**config.mk**
```make
export PLATFORM = sky130hd
export DESIGN_NAME = iq_oldest_issue_sel
export DESIGN_NICKNAME = d
export VERILOG_FILES = /design/src/rtl/iq_sel_pkg.sv /design/src/rtl/iq_head_scan.sv /design/src/rtl/iq_oldest_pick.sv /design/src/rtl/iq_pick_stage.sv /design/src/rtl/iq_oldest_issue_sel.sv
export SDC_FILE = /design/constraint.sdc
export NUM_CORES = 2
export LEC_CHECK = 0
export ABC_AREA = 1
export BUFFER_PORTS_ARGS = -buffer_cell sky130_fd_sc_hd__buf_2
export CAP_MARGIN = 15
export CORE_UTILIZATION = 35
export DETAILED_ROUTE_END_ITERATION = 10
export SETUP_SLACK_MARGIN = 0.15
export SLEW_MARGIN = 10
export SYNTH_ARGS = -nofsm -noshare
export SYNTH_HDL_FRONTEND = slang
export SYNTH_SLANG_ARGS = --single-unit
```
**constraint.sdc**
```tcl
create_clock -name clk -period 45.2 [get_ports clk]
set_input_delay 4.52 -clock clk [delete_from_list [all_inputs] [get_ports clk]]
set_output_delay 4.52 -clock clk [all_outputs]
set_load 0.05 [all_outputs]
```
**src/rtl/iq_sel_pkg.sv**
```systemverilog
package iq_sel_pkg;
    localparam int NPOOL = 5;
    localparam int CLS_W = 3;

    typedef enum logic [CLS_W-1:0] {
        CLS_INT  = 3'd0,
        CLS_FP   = 3'd1,
        CLS_BR   = 3'd2,
        CLS_MEM  = 3'd3,
        CLS_MISC = 3'd4
    } cls_e;

    // bits needed to hold a count from 0 to n
    function automatic int cnt_bits(input int n);
        return $clog2(n + 1);
    endfunction
endpackage

```
**src/rtl/iq_head_scan.sv**
```systemverilog
module iq_head_scan #(
    parameter int DEPTH = 4,
    parameter int PTR_W = 3
) (
    input  logic [PTR_W-1:0] ptr,
    input  logic [PTR_W-1:0] cnt,
    input  logic [DEPTH-1:0] sq,
    output logic [PTR_W-1:0] first,
    output logic             found
);
    logic [PTR_W-1:0] lim;

    always_comb begin
        lim = (cnt > PTR_W'(DEPTH)) ? PTR_W'(DEPTH) : cnt;
        first = lim;
        for (int i = DEPTH - 1; i >= 0; i--) begin
            if (PTR_W'(i) >= ptr && PTR_W'(i) < lim && !sq[i])
                first = PTR_W'(i);
        end
        found = (first < lim);
    end
endmodule

```
**src/rtl/iq_oldest_pick.sv**
```systemverilog
module iq_oldest_pick
    import iq_sel_pkg::*;
#(
    parameter int SEQ_W = 16
) (
    input  logic [NPOOL-1:0]            cand,
    input  logic [NPOOL-1:0][SEQ_W-1:0] seq,
    output logic                        any,
    output logic [CLS_W-1:0]            win,
    output logic [SEQ_W-1:0]            win_seq
);
    always_comb begin
        any     = 1'b0;
        win     = '0;
        win_seq = '0;
        for (int p = 0; p < NPOOL; p++) begin
            // strict compare keeps the lower class code on a tie
            if (cand[p] && (!any || seq[p] < win_seq)) begin
                any     = 1'b1;
                win     = CLS_W'(p);
                win_seq = seq[p];
            end
        end
    end
endmodule

```
**src/rtl/iq_pick_stage.sv**
```systemverilog
module iq_pick_stage
    import iq_sel_pkg::*;
#(
    parameter int DEPTH = 4,
    parameter int SEQ_W = 16,
    parameter int PTR_W = 3,
    parameter int CNT_W = 3
) (
    input  logic                                  active_in,
    input  logic [NPOOL-1:0][CNT_W-1:0]           cap,
    input  logic [NPOOL-1:0][PTR_W-1:0]           cnt,
    input  logic [NPOOL-1:0][DEPTH-1:0]           sq,
    input  logic [NPOOL-1:0][DEPTH-1:0][SEQ_W-1:0] seq,
    input  logic [NPOOL-1:0][PTR_W-1:0]           ptr_in,
    input  logic [NPOOL-1:0][CNT_W-1:0]           used_in,
    output logic [NPOOL-1:0][PTR_W-1:0]           ptr_out,
    output logic [NPOOL-1:0][CNT_W-1:0]           used_out,
    output logic                                  pick_vld,
    output logic [CLS_W-1:0]                      pick_cls,
    output logic [SEQ_W-1:0]                      pick_seq,
    output logic                                  active_out
);
    localparam int IDX_W = (DEPTH > 1) ? $clog2(DEPTH) : 1;

    logic [NPOOL-1:0]            allowed;
    logic [NPOOL-1:0]            found;
    logic [NPOOL-1:0]            cand;
    logic [NPOOL-1:0][PTR_W-1:0] first;
    logic [NPOOL-1:0][PTR_W-1:0] mid_ptr;
    logic [NPOOL-1:0][SEQ_W-1:0] head_seq;
    logic                        any;
    logic [CLS_W-1:0]            win;
    logic [SEQ_W-1:0]            win_seq;

    for (genvar p = 0; p < NPOOL; p++) begin : g_pool
        iq_head_scan #(.DEPTH(DEPTH), .PTR_W(PTR_W)) u_scan (
            .ptr   (ptr_in[p]),
            .cnt   (cnt[p]),
            .sq    (sq[p]),
            .first (first[p]),
            .found (found[p])
        );
        assign allowed[p]  = active_in && (used_in[p] < cap[p]);
        assign cand[p]     = allowed[p] && found[p];
        assign head_seq[p] = found[p] ? seq[p][first[p][IDX_W-1:0]] : '0;
        // an eligible pool drops its squashed head entries
        assign mid_ptr[p]  = allowed[p] ? first[p] : ptr_in[p];
    end

    iq_oldest_pick #(.SEQ_W(SEQ_W)) u_pick (
        .cand    (cand),
        .seq     (head_seq),
        .any     (any),
        .win     (win),
        .win_seq (win_seq)
    );

    always_comb begin
        ptr_out  = mid_ptr;
        used_out = used_in;
        if (any) begin
            ptr_out[win]  = first[win] + PTR_W'(1);
            used_out[win] = used_in[win] + CNT_W'(1);
        end
    end

    assign pick_vld   = any;
    assign pick_cls   = win;
    assign pick_seq   = win_seq;
    assign active_out = active_in && any;
endmodule

```
**src/rtl/iq_oldest_issue_sel.sv**
```systemverilog
module iq_oldest_issue_sel
    import iq_sel_pkg::*;
#(
    parameter int ISSUE_W = 4,
    parameter int DEPTH   = 4,
    parameter int SEQ_W   = 16,
    parameter int INT_CAP = 2,
    parameter int FP_CAP  = 1,
    parameter int BR_CAP  = 1,
    parameter int MEM_CAP = 2
) (
    input  logic                                               clk,
    input  logic                                               rst,
    input  logic [NPOOL-1:0][$clog2(DEPTH+1)-1:0]              pool_cnt,
    input  logic [NPOOL-1:0][DEPTH-1:0][SEQ_W-1:0]             pool_seq,
    input  logic [NPOOL-1:0][DEPTH-1:0]                        pool_sq,
    output logic [ISSUE_W-1:0]                                 bundle_vld,
    output logic [ISSUE_W-1:0][SEQ_W-1:0]                      bundle_seq,
    output logic [ISSUE_W-1:0][CLS_W-1:0]                      bundle_cls,
    output logic [$clog2(ISSUE_W+1)-1:0]                       bundle_size,
    output logic [NPOOL-1:0][$clog2(ISSUE_W+1)-1:0]            cls_issued,
    output logic [NPOOL-1:0][$clog2(DEPTH+1)-1:0]              pool_pop
);
    localparam int PTR_W = cnt_bits(DEPTH);
    localparam int CNT_W = cnt_bits(ISSUE_W);

    logic [NPOOL-1:0][CNT_W-1:0] cap_v;
    assign cap_v[CLS_INT]  = CNT_W'(INT_CAP);
    assign cap_v[CLS_FP]   = CNT_W'(FP_CAP);
    assign cap_v[CLS_BR]   = CNT_W'(BR_CAP);
    assign cap_v[CLS_MEM]  = CNT_W'(MEM_CAP);
    assign cap_v[CLS_MISC] = CNT_W'(ISSUE_W);

    logic [NPOOL-1:0][PTR_W-1:0] ptr_c  [ISSUE_W+1];
    logic [NPOOL-1:0][CNT_W-1:0] used_c [ISSUE_W+1];
    logic                        act_c  [ISSUE_W+1];
    logic                        pk_vld [ISSUE_W];
    logic [CLS_W-1:0]            pk_cls [ISSUE_W];
    logic [SEQ_W-1:0]            pk_seq [ISSUE_W];

    assign ptr_c[0]  = '0;
    assign used_c[0] = '0;
    assign act_c[0]  = 1'b1;

    for (genvar k = 0; k < ISSUE_W; k++) begin : g_stage
        iq_pick_stage #(
            .DEPTH(DEPTH), .SEQ_W(SEQ_W), .PTR_W(PTR_W), .CNT_W(CNT_W)
        ) u_stage (
            .active_in  (act_c[k]),
            .cap        (cap_v),
            .cnt        (pool_cnt),
            .sq         (pool_sq),
            .seq        (pool_seq),
            .ptr_in     (ptr_c[k]),
            .used_in    (used_c[k]),
            .ptr_out    (ptr_c[k+1]),
            .used_out   (used_c[k+1]),
            .pick_vld   (pk_vld[k]),
            .pick_cls   (pk_cls[k]),
            .pick_seq   (pk_seq[k]),
            .active_out (act_c[k+1])
        );
    end

    logic [ISSUE_W-1:0]            vld_nxt;
    logic [ISSUE_W-1:0][SEQ_W-1:0] seq_nxt;
    logic [ISSUE_W-1:0][CLS_W-1:0] cls_nxt;
    logic [CNT_W-1:0]              size_nxt;

    always_comb begin
        size_nxt = '0;
        for (int k = 0; k < ISSUE_W; k++) begin
            vld_nxt[k] = pk_vld[k];
            seq_nxt[k] = pk_vld[k] ? pk_seq[k] : '0;
            cls_nxt[k] = pk_vld[k] ? pk_cls[k] : '0;
            if (pk_vld[k]) size_nxt = size_nxt + CNT_W'(1);
        end
    end

    always_ff @(posedge clk) begin
        if (rst) begin
            bundle_vld  <= '0;
            bundle_seq  <= '0;
            bundle_cls  <= '0;
            bundle_size <= '0;
            cls_issued  <= '0;
            pool_pop    <= '0;
        end else begin
            bundle_vld  <= vld_nxt;
            bundle_seq  <= seq_nxt;
            bundle_cls  <= cls_nxt;
            bundle_size <= size_nxt;
            cls_issued  <= used_c[ISSUE_W];
            pool_pop    <= ptr_c[ISSUE_W];
        end
    end

    logic [CNT_W+2:0] issued_sum;
    always_comb begin
        issued_sum = '0;
        for (int p = 0; p < NPOOL; p++)
            issued_sum = issued_sum + (CNT_W+3)'(cls_issued[p]);
    end

    assert_width_R1: assert property (@(posedge clk) disable iff (rst)
        bundle_size <= CNT_W'(ISSUE_W));

    for (genvar p = 0; p < NPOOL - 1; p++) begin : g_cap_chk
        assert_cap_R2: assert property (@(posedge clk) disable iff (rst)
            cls_issued[p] <= cap_v[p]);
    end

    for (genvar p = 0; p < NPOOL; p++) begin : g_pop_chk
        assert_pop_R5: assert property (@(posedge clk) disable iff (rst)
            PTR_W'(cls_issued[p]) <= pool_pop[p]);
    end

    assert_slots_R6: assert property (@(posedge clk) disable iff (rst)
        ($countones(bundle_vld) == int'(bundle_size)) &&
        ((bundle_vld & (bundle_vld + ISSUE_W'(1))) == '0));

    assert_sum_R7: assert property (@(posedge clk) disable iff (rst)
        issued_sum == (CNT_W+3)'(bundle_size));

    assert_reset_R9: assert property (@(posedge clk) disable iff (rst)
        $past(rst) |-> (bundle_size == '0 && bundle_vld == '0));
endmodule

```
==> results.md <==
Clock network:
- The number of buffers added by the clock tree synthesis step is 17.
- The maximum buffer depth of the clock tree is 2.
- The tree is rooted in a clkbuf_16.
- The H-tree level count is 4.
- For this design, the CTS-stage hold fixing added 0 buffers.
- The CTS tree is yes.
- Clock-pin slew was measured on the worst setup and hold paths at about 0.060 ns.
- The sink count of the clock tree is 113.

Final layout:
- The synthesis-to-layout area growth is 20.3%.
- Fill cells in the final layout number 8071.
- The final net count is roughly 5700.
- The multi-input combinational cell area is 21600 um^2.
- In the final layout, the share of cells above drive strength 1 is 0.190.
- The number of cells in the finished layout apart from fillers is between 6000 and 7000.
- Summing all flip-flop and latch instances after layout gives between 2000 and 2500 um^2.
- At the end of the flow the core is filled with cells to 0.429.

Floorplanning:
- The initial utilization of the core area, before any placement, comes to 0.356.
- The floorplan core area is ~73000 um^2.
- The count of pins on the block boundary is 470.
- From bottom edge to top edge, the die measures approximately 280 um.
- The floorplan has 99 rows.
- The die is ~280 um wide.
- The floorplan step defined a die boundary enclosing around 76000 um^2.

Detailed routing:
- For this block, wires on met1 add up to just over 60 mm.
- Detailed routing placed a total of between 15 and 20 mm of wire on met3.
- The first TritonRoute pass finished after 7 iterations.
- The routed wire length is 154 mm.
- The per-cell via count in the routed design is approximately 6.0.
- In this run the top signal layer used is met5.
- The average wire length per cell after detail routing is ~25 um.
- The number of DRC violations after detailed-routing iteration 0 is about 4800.
- The final route contains 36369 vias.
- In this run the remaining antenna-violating nets after routing total 0.
- The number of remaining DRC errors is 0.
- The met2 routed wirelength is roughly 65 mm.

STA:
- Counting I/O delays and the setup requirement, the final critical path takes between 40 and 50 ns.
- Timing would allow up to ~0.023 GHz.
- Setup repair after global routing left no endpoint under its margin.
- The final hold violation count is 0.
- The ratio of final minimum period to clock period is 0.944.
- The actual slew at the worst max-slew pin is about 1.2 ns.
- The final-report setup violation count is 0.
- The headroom to the max-slew limit is 0.216.
- The final count of pins violating max slew was 0.
- For the final routed database, the setup TNS stands at 0 ns.

Setup path:
- The kind of start point of the critical path is a primary input.
- The class of the most critical setup path is in -> reg.
- Counting stages on the worst path, the most repeated cell is nand2_1.
- The kind of end point of the critical path is a flop.
- The delay of the slowest cell on the worst path is 0.64 ns.
- The required time of the critical path is between 40 and 50 ns.
- The cell with the largest stage delay on the worst path is o21ai_0.
- Of all nets on the critical path, the largest fanout is 36.
- The arrival time at the worst endpoint is around 43 ns.

Place:
- During placement, the flow inserted port buffers numbering 469.
- After legalization and detailed placement, the total HPWL measured roughly 130 mm.
- The number of placed instances with taps included is ~6000.
- Routability-driven placement finished with a final weighted congestion of approximately 1.1.

Synth:
- In the synthesized netlist, the number of instances is 4623.
- Of the post-synthesis cell area, the dominant cell type holds 0.159.
- The most numerous cell in the Yosys netlist is nand2_1.
- For this run, the number of Yosys warnings is 0.
- The synthesis-stage register bit count is 113.
- Counting flops with a built-in enable in the synthesized netlist gives 0.
- For this run, the register share of the synthesized area comes to 0.0864.
- After synthesis, the cell types taking the most area are nand2_1, ha_1, a21oi_1.
- Of all cell types, the one taking the most synthesized area is nand2_1.
- The synthesized area divided by synthesized cell count is 5.66 um^2.
- The proportion of synthesized flip-flops having asynchronous set or reset is 0.
- The synthesized cell area is ~26000 um^2.
- The leading register cell type out of synthesis is dfxtp_1.
- The number of nets handed over by synthesis was approximately 5300.
- Ranked by instance count, the synthesized netlist is headed by nand2_1, a21oi_1, o21ai_0, inv_1, nor2_1.
- The number of library cell types mapped by synthesis is 58.

Outcome:
- The run finished with clean final reports.

GRT:
- For this run, the total global-route usage over all layers was measured as 0.385.
- The sum of overflow across all layers after global routing is 0.
- The number of global-route vias before repair is 31397.
- The largest net degree at the start of global routing is slightly above 60.
- The number of antenna violations at the first check in global routing is 8.
- The first global-routing pass estimated about 220 mm of wire.

Run:
- Across the run, the number of max-cap violations was 0.

Min path:
- The path type of the worst min-delay path is in -> reg.
per-stage QoR:
stage / setup slack (ns) / hold slack [ns] / area [um^2]
2_1_floorplan: 7.04 / 4.75 / 26200
3_3_place_gp: -0.273 / 4.99 / 30300
3_5_place_dp: -0.807 / 4.99 / 30300
4_1_cts: 0.219 / 4.60 / 30900
5_1_grt: 0.0361 / 4.63 / 31500
6_report: 2.53 / 4.62 / 31500
per-layer routing:
| metal | GRT usage | vias to the layer above |
|---|---|---|
| met5 | 0 | - |
| met4 | 0.254 | 4 |
| met3 | 0.0501 | 421 |
| met2 | 0.598 | 2360 |
| met1 | 0.498 | 16593 |
| li1 | - | 16991 |
worst max-delay path, delay by kind of cell:
family,cells,cell delay (ns)
and+or+nand+nor,127,13.28
AOI/OAI and AO/OA,61,12.84
adders and majority gates,23,6.58
buffers and inverters,36,5.68
final cells by class:
type / count / share of cell area
inverter: 453 / 0.0550
timing repair buffer: 690 / 0.130
tap: 959 / 0.0381
antenna: 7 / 0.000556
sequential: 113 / 0.0718
timing repair inverter: 1 / 0.000238
clock buffer: 17 / 0.0135
multi-input combinational: 3806 / 0.685
clock inverter: 15 / 0.00520
registers in the layout (all words and copies together) (netlist names):
signal	cells
bundle_size	3
pool_pop	15
cls_issued	15
bundle_cls	12
bundle_vld	4
bundle_seq	64
what timing repair did:
action	4_1_cts	5_1_grt
cloned	0	1
setup endpoints to repair	45	49
setup buffers	0	14
pin swaps	0	1
resized for setup	8	136
final timing paths:
| kind | start | end | slack, ns | cells past startpoint |
|---|---|---|---|---|
| worst max-delay path | pool_cnt[5] | pool_pop[14] | 2.53 | 247 |
| worst min-delay path | pool_seq[314] | bundle_seq[58] | 4.62 | 5 |
placed cells by master, fill, tap and decap left out, drive strengths merged, types with 11 or more instances in the layout:
| master | netlist | final |
|---|---|---|
| a31oi | 16 | 16 |
| clkinv | 13 | 12 |
| inv | 440 | 445 |
| nor2 | 359 | 359 |
| nand4 | 20 | 20 |
| buf | 55 | 690 |
| a21o | 12 | 12 |
| nand3 | 258 | 258 |
| a21oi | 653 | 653 |
| mux2i | 63 | 63 |
| clkbuf | 195 | 17 |
| a221oi | 81 | 81 |
| or2 | 24 | 24 |
| o211ai | 49 | 49 |
| a211oi | 148 | 148 |
| dfxtp | 113 | 113 |
| nor3 | 32 | 32 |
| ha | 285 | 285 |
| nand2 | 1178 | 1178 |
| a32oi | 16 | 16 |
| clkinvlp | 0 | 11 |
| o21ai | 552 | 552 |
logic make-up (layout without fill, tap and decap cells):
kind of cell    after synthesis  in the layout  synth area share
buf+inv                     704           1176             0.105
xor+xnor                      4              4           0.00134
other cells                   0              7                 0
mux                          63             63            0.0241
fa+ha+maj                   285            285             0.136
compound gates             1568           1568             0.342
simple gates               1886           1886             0.304
flops                       113            113            0.0864
Power is left out: the tool's default activity adds up to more than one toggle a clock period on the data nets, which glitch-free logic cannot reach.
